`src/rtl/serial_combo_lock.sv`:
```
module serial_combo_lock #(
  parameter int CODE_W = 3
) (
  input  logic              clk,
  input  logic              rst,
  input  logic              enter,
  input  logic              key_bit,
  input  logic [CODE_W-1:0] code,
  output logic              unlock,
  output logic              error
);

  typedef enum logic [3:0] {
    S_IDLE, S_CMP0, S_WAIT0, S_CMP1, S_WAIT1, S_CMP2, S_OPEN,
    S_BWAIT0, S_BCMP1, S_BWAIT1, S_BCMP2, S_ALARM
  } state_t;

  state_t            state, nxt;
  logic [CODE_W-1:0] combo_q;

  always_ff @(posedge clk) begin
    if (rst) combo_q <= code;
  end

  always_comb begin
    nxt = state;
    case (state)
      S_IDLE:   if (enter) nxt = S_CMP0;
      S_CMP0:   nxt = (key_bit == combo_q[0]) ? S_WAIT0 : S_BWAIT0;
      S_WAIT0:  if (enter) nxt = S_CMP1;
      S_CMP1:   nxt = (key_bit == combo_q[1]) ? S_WAIT1 : S_BWAIT1;
      S_WAIT1:  if (enter) nxt = S_CMP2;
      S_CMP2:   nxt = (key_bit == combo_q[2]) ? S_OPEN : S_ALARM;
      S_BWAIT0: if (enter) nxt = S_BCMP1;
      S_BCMP1:  nxt = S_BWAIT1;
      S_BWAIT1: if (enter) nxt = S_BCMP2;
      S_BCMP2:  nxt = S_ALARM;
      S_OPEN:   nxt = S_OPEN;
      S_ALARM:  nxt = S_ALARM;
      default:  nxt = S_IDLE;
    endcase
  end

  always_ff @(posedge clk) begin
    if (rst) state <= S_IDLE;
    else     state <= nxt;
  end

  assign unlock = (state == S_OPEN);
  assign error  = (state == S_ALARM);

  p_exclusive_r9: assert property (@(posedge clk) disable iff (rst)
    !(unlock && error));

  p_open_hold_r6: assert property (@(posedge clk) disable iff (rst)
    unlock |=> unlock);

  p_alarm_hold_r6: assert property (@(posedge clk) disable iff (rst)
    error |=> error);

  p_reset_clear_r1: assert property (@(posedge clk)
    rst |=> (!unlock && !error));

  p_combo_stable_r7: assert property (@(posedge clk)
    !rst |=> $stable(combo_q));

  p_wait_hold_r5: assert property (@(posedge clk) disable iff (rst)
    ((state == S_IDLE || state == S_WAIT0 || state == S_WAIT1 ||
      state == S_BWAIT0 || state == S_BWAIT1) && !enter) |=> $stable(state));

  p_open_after_cmp_r3: assert property (@(posedge clk) disable iff (rst)
    (state != S_CMP2) |=> !$rose(unlock));

  p_alarm_after_cmp_r4: assert property (@(posedge clk) disable iff (rst)
    (state != S_CMP2 && state != S_BCMP2) |=> !$rose(error));

endmodule

```
`config.mk`:
```
export PLATFORM = sky130hd
export DESIGN_NAME = serial_combo_lock
export DESIGN_NICKNAME = d
export VERILOG_FILES = /design/src/rtl/serial_combo_lock.sv
export SDC_FILE = /design/constraint.sdc
export NUM_CORES = 1
export LEC_CHECK = 0
export ABC_AREA = 1
export BUFFER_PORTS_ARGS = -buffer_cell sky130_fd_sc_hd__buf_2
export CELL_PAD_IN_SITES_DETAIL_PLACEMENT = 1
export CELL_PAD_IN_SITES_GLOBAL_PLACEMENT = 1
export CORE_MARGIN = 2
export CORE_UTILIZATION = 37
export DETAILED_ROUTE_END_ITERATION = 10
export PLACE_DENSITY_LB_ADDON = 0.1
export SYNTH_ARGS = -nofsm -noshare
export SYNTH_HDL_FRONTEND = slang
export SYNTH_SLANG_ARGS = --single-unit
```
`constraint.sdc`:
```
create_clock -name clk -period 2.7 [get_ports clk]
set_input_delay 0.135 -clock clk [delete_from_list [all_inputs] [get_ports clk]]
set_output_delay 0.135 -clock clk [all_outputs]
set_load 0.1 [all_outputs]
```
==> metrics.yaml, run 1 <==
status: "completed"
cts_tree: "yes"
htree_levels: 1
r2r_slack_ps: 1450
place_area_sq_um: 574.3
criticalPathCategory: "reg -> out"
start_util_pct: 39.62
synthesis.nets: 98
slew_headroom_pct: 68.03
final_cells: 118
fmax_mhz: 634.4
dpl.hpwl_mm: 1.096
cts.path.max_buffers: 2
avgSynthCellArea_sq_um: 5.665
hold-path-endpoint: "combo_q[2]"
port_buffers: 8
reg2reg_from: "state[2]"
routedWlPerCell_um: 11.28
ant_nets: 0
cts_buffers: 3
slew_violations: 0
r2r_cells: 7
die_w_um: 41.33
crit_path_end_kind: "primary output"
hold_class: "in -> reg"
drt_wl_total_mm: 1.331
antennaDiodeCount: 0
core_sq_mm: 0.001301
switchingPower_mw: 0.1932
p_int_mw: 0.2471
post_cts_buffers: 0
swShare_pct: 43.87
fin_worst_skew_ps: 1.556
power.density_mw_per_mm2: 733.2
post-route-drc-count: 0
yosysSeqAreaShare_pct: 33.01
yosys_warnings: 0
hp-start: "code[2]"
final.min_clock_period_ps: 1576
rsz0062_at_grt: "false"
synth_area_sq_um: 515.5
ios: 9
timing.final.hold_violations: 0
holdWs_ps: 57.71
cp-start-kind: "register"
via_per_inst: 4.814
cts-root-buf: "clkbuf_4"
vias: 568
first_pass_iters: 3
combPwrFrac_pct: 42.0
placedCellCount: 114
synth.distinct_cells: 13
finalSetupTns_ps: 0
cap_violations: 0
synth_seq_cells: 7
clkPwrFrac_pct: 21.6
worstMarginPinSlew_ps: 482.8
syn_to_final_growth_pct: 16.50
finalSetupViolations: 0
synth_top_area_share_pct: 25.49
postCtsResizedCells: 0
drive_above_1_share_pct: 20.39
ys_top_cells_by_area: "nand2_1, edfxtp_1, dfxtp_1"
overflow: 0
place_ws_ps: 1400
pwr-share-seq_pct: 36.3
setup_slack_ps: 1124
antenna_found_initial: 0
min_period_over_period_pct: 58.38
synth_top_area_cell: "nand2_1"
gp_congestion: 0.7238
ctsHoldBuffers: 0
required_ps: 2570
grt_pass1_vias: 487
reg2reg_to: "state[0]"
path_max_fanout: 7
power.leakage_nw: 0.3332
die_area_sq_mm: 0.001708
drt_first_iter_violations: 5
path_clk_slew_ps: 50
groute.usage.overall_pct: 19.02
fin_nets: 111
num_rows: 13
netlist_instances: 91
hold_path_depth: 1
grt_max_degree: 8
fill_cells: 205
chipHeight_um: 41.33
cts_sinks: 7
insertion_delay_ps: 250
vdd.ir_drop.worst_mv: 0.2723
arrival_ps: 1440
grt_pass1_wl_mm: 2.049
fin_area_sq_um: 600.6
==> power groups by stage <==
stage	Sequential [mW]	Combinational, mW	Clock, mW
2_1_floorplan	0.153	0.145	0
3_3_place_gp	0.160	0.182	0
3_5_place_dp	0.162	0.186	0
4_1_cts	0.159	0.188	0.0981
5_1_grt	0.162	0.210	0.102
6_report	0.160	0.185	0.0953
==> cells by family (layout without fill, tap and decap cells) <==
group | after synthesis | after routing | share of synthesized area [%]
AOI/OAI and AO/OA | 4 | 4 | 3.882
and+or+nand+nor | 68 | 68 | 54.37
DFF | 7 | 7 | 33.01
buffers and inverters | 12 | 24 | 8.739
==> cells in the final DEF (no fill, tap or decap), drive strengths merged <==
| cell type | synthesis | routed |
|---|---|---|
| nand2 | 37 | 37 |
| nor2 | 23 | 23 |
| inv | 12 | 12 |
| buf | 0 | 8 |
| nand3 | 6 | 6 |
| dfxtp | 4 | 4 |
| clkbuf | 0 | 4 |
| a21oi | 3 | 3 |
| edfxtp | 3 | 3 |
| nor3 | 2 | 2 |
| o21ai | 1 | 1 |
==> registers in the layout, indices dropped and copies added, names as in the netlist <==
signal   count
state        4
combo_q      3
==> Yosys cell counts, drive strengths merged <==
| cell type | number |
|---|---|
| o21ai | 1 |
| dfxtp | 4 |
| a21oi | 3 |
| edfxtp | 3 |
| nor3 | 2 |
| nand3 | 6 |
| nand2 | 37 |
| nor2 | 23 |
| inv | 12 |
==> cell type report <==
class	instances	area [sq um]	share of cell area (%)
Tap cell	15	18.77	3.125
Inverter	12	45.04	7.500
Multi-Input combinational cell	72	300.3	50.00
Sequential cell	7	170.2	28.33
Timing Repair Buffer	8	40.04	6.667
Clock buffer	4	26.28	4.375
==> how the worst max path moves through the flow <==
stage                  start  endpoint  slack, ps  cells past startpoint
finish              state[2]    unlock       1120                      3
detailed placement  state[2]    unlock       1400                      3
floorplan           state[3]    unlock         10                      3
global placement    state[2]    unlock       1390                      3
CTS                 state[2]    unlock       1120                      3
global route        state[2]    unlock       1050                      3
==> layer usage <==
layer	vias to the layer above	global-route usage, %	wire length, um
li1	306	-	-
met1	249	24.10	675
met5	-	0	0
met4	0	12.10	22
met2	9	30.86	599
met3	4	1.596	33
==> critical path, cell delays in order, from the launching register on <==
cell     delay [ps]
dfxtp_1         470
nand2_1         140
nor3_1          130
buf_2           440
==> per-stage QoR <==
stage	power (mW)	util [%]
global placement	0.3421	44.13
global route	0.4743	46.15
floorplan	0.2987	-
CTS	0.4449	46.15
finish	0.4403	46.15
detailed placement	0.3471	44.13
(Power assumes the default switching activity.)
==> run 2, diff against run 1 <==
ABC_AREA = 0   (was 1)
CORE_UTILIZATION = 39   (was 37)
clock period = 1.5 ns   (was 2.7 ns; I/O delays follow)
==> run 2 against run 1 <==
Net effect: routed wire length is 3.0% higher; hold slack better by 15 ps; combinational power is 58% higher; critical endpoint unchanged; largest cell class unchanged; largest power group unchanged.
==> metrics.yaml, run 2 <==
holdWs_ps: 73.12
power.leakage_nw: 0.2733
synth-simple-area-share_pct: 25.99
drive_above_1_share_pct: 32.47
timing.final.hold_violations: 0
synth_top_family_by_area: "compound AO/OA/AOI/OAI gates"
yosysSeqAreaShare_pct: 31.55
synthesis.nets: 69
hold_path_depth: 2
post-route-drc-count: 0
syn_to_final_growth_pct: 30.86
reg2reg_to: "state[0]"
routedWlPerCell_um: 14.90
overflow: 0
yosys_most_used_dff: "dfxtp_1"
path_max_fanout: 9
largest_reg_flops: 4
die_w_um: 41.19
cts_buffers: 3
cap_violations: 0
ant_nets: 0
synth-xor-area-share_pct: 4.872
required_ps: 1420
largest-register: "state"
dpl.hpwl_um: 976.7
grt_pass1_wl_mm: 2.056
groute.usage.overall_pct: 19.37
htree_levels: 1
reg_top3: "state (4), combo_q (3)"
hold-path-endpoint: "state[1]"
vias: 520
synth_commonest_cells: "a21oi_1, nand2b_1, nor2_1, dfxtp_1"
worstMarginPinSlew_ps: 384.4
criticalPathCategory: "reg -> out"
cts-root-buf: "clkbuf_4"
vdd.ir_drop.worst_mv: 0.6013
final.min_clock_period_ps: 1419
avgSynthCellArea_sq_um: 8.698
synth_mux_area_share_pct: 0
cp-start-kind: "register"
yosys_warnings: 0
cts_tree: "yes"
start_util_pct: 41.44
r2r_slack_ps: 150
synthAdderAreaFrac_pct: 0
rsz0062_at_grt: "false"
synth_top_area_cell: "edfxtp_1"
first_pass_iters: 4
port_buffers: 8
min_period_over_period_pct: 94.59
synth_compound_area_share_pct: 29.47
final_cell_mix: "nor2_1, nand2b_1, a21oi_1, buf_2, buf_4"
path_clk_slew_ps: 50
synth_seq_cells: 7
cts.path.max_buffers: 2
ys_async_sr_fraction_pct: 0
num_rows: 13
cts_sinks: 7
slew_violations: 0
insertion_delay_ps: 240
chipHeight_um: 41.19
finalSetupViolations: 0
antennaDiodeCount: 0
hold_class: "in -> reg"
reg2reg_from: "state[2]"
fin_nets: 85
gp_congestion: 0.8011
fin_worst_skew_ps: 2.829
power.density_mw_per_mm2: 1059
fmax_mhz: 704.8
netlist_instances: 62
antenna_found_initial: 0
hp-start: "rst"
crit_path_end_kind: "primary output"
core_sq_mm: 0.001301
ys_top_cells_by_area: "edfxtp_1, dfxtp_1, nand2b_1"
drt_first_iter_violations: 9
status: "completed"
slew_headroom_pct: 73.71
arrival_ps: 1340
die_area_sq_mm: 0.001696
synth_area_sq_um: 539.3
synth.distinct_cells: 32
via_per_inst: 5.652
synth_edf_count: 3
synth_top_area_share_pct: 16.71
r2r_cells: 4
finalSetupTns_ps: 0
grt_pass1_vias: 474
ios: 9
grt_max_degree: 15
drt_wl_total_mm: 1.371
## run 2: changes by cell type after synthesis, moves of 3 or more
cell	change
a21oi_1	+3
buf_4	+3
inv_1	-7
inv_2	-5
nand2_1	-33
nand2b_1	+6
nand3_1	-5
nor2_1	-15
nor2b_1	+3
## run 2: per-layer routing
| layer | share of wire, % | GRT usage, % | routed length, um | vias to the layer above |
|---|---|---|---|---|
| li1 | - | - | - | 261 |
| met1 | 46 | 24.26 | 626 | 244 |
| met2 | 49 | 30.47 | 677 | 11 |
| met3 | 2.6 | 3.261 | 35 | 4 |
| met4 | 2.3 | 12.10 | 31 | 0 |
| met5 | 0 | 0 | 0 | - |
## run 2: final cells by class
cell class	count	area, sq um
flip-flops and latches	7	178.9
fillers	173	595.6
clock buffers	4	26.28
repair buffers	17	145.1
well taps	15	18.77
multi-input cells	49	336.6
## run 2: repair_timing
item / CTS / global route
hold buffers: 3 / 0
endpoints found under the setup margin: 1 / 1
pin swaps: 0 / 0
endpoints found under the hold margin: 3 / 0
buffers inserted: 0 / 0
gates resized for setup: 2 / 2
## run 2: power by group
part / switching (mW) / internal [mW]
clock: 0.0637 / 0.101
sequential: 0.0597 / 0.231
combinational: 0.146 / 0.145
## run 2: logic make-up (layout without fill, tap and decap cells)
kind of cell	after synthesis	count (layout)
compound gates	22	22
xor+xnor	3	3
buf+inv	6	21
flops	7	7
simple gates	24	24
## run 2: worst max path at each step
| stage | depth (start not counted) | to | from | slack (ps) |
|---|---|---|---|---|
| 2_1_floorplan | 3 | error | state[0] | 2 |
| 4_1_cts | 4 | error | state[0] | 40 |
| 3_5_place_dp | 4 | state[0] | state[0] | 50 |
| 5_1_grt | 3 | unlock | state[2] | 40 |
| 6_report | 3 | unlock | state[2] | 80 |
| 3_3_place_gp | 4 | state[2] | state[0] | 30 |
## run 2: worst max-delay path, stage by stage (launching register included)
cell     delay (ps)
dfxtp_1         490
buf_4           220
and3_1          200
buf_12          180
## run 2: through the flow
| stage | cell area [sq um] | total power, mW | setup WS, ps | std cells | util, % |
|---|---|---|---|---|---|
| after floorplan | 558.0 | 0.5069 | 1.772 | 62 | - |
| after global placement | 641.9 | 0.5695 | 27.00 | 85 | 49.33 |
| after detailed placement | 641.9 | 0.5706 | 48.39 | 85 | 49.33 |
| after CTS | 700.7 | 0.7489 | 38.46 | 92 | 53.85 |
| after global routing | 705.7 | 0.7955 | 36.56 | 92 | 54.23 |
| final | 705.7 | 0.7475 | 81.22 | 92 | 54.23 |
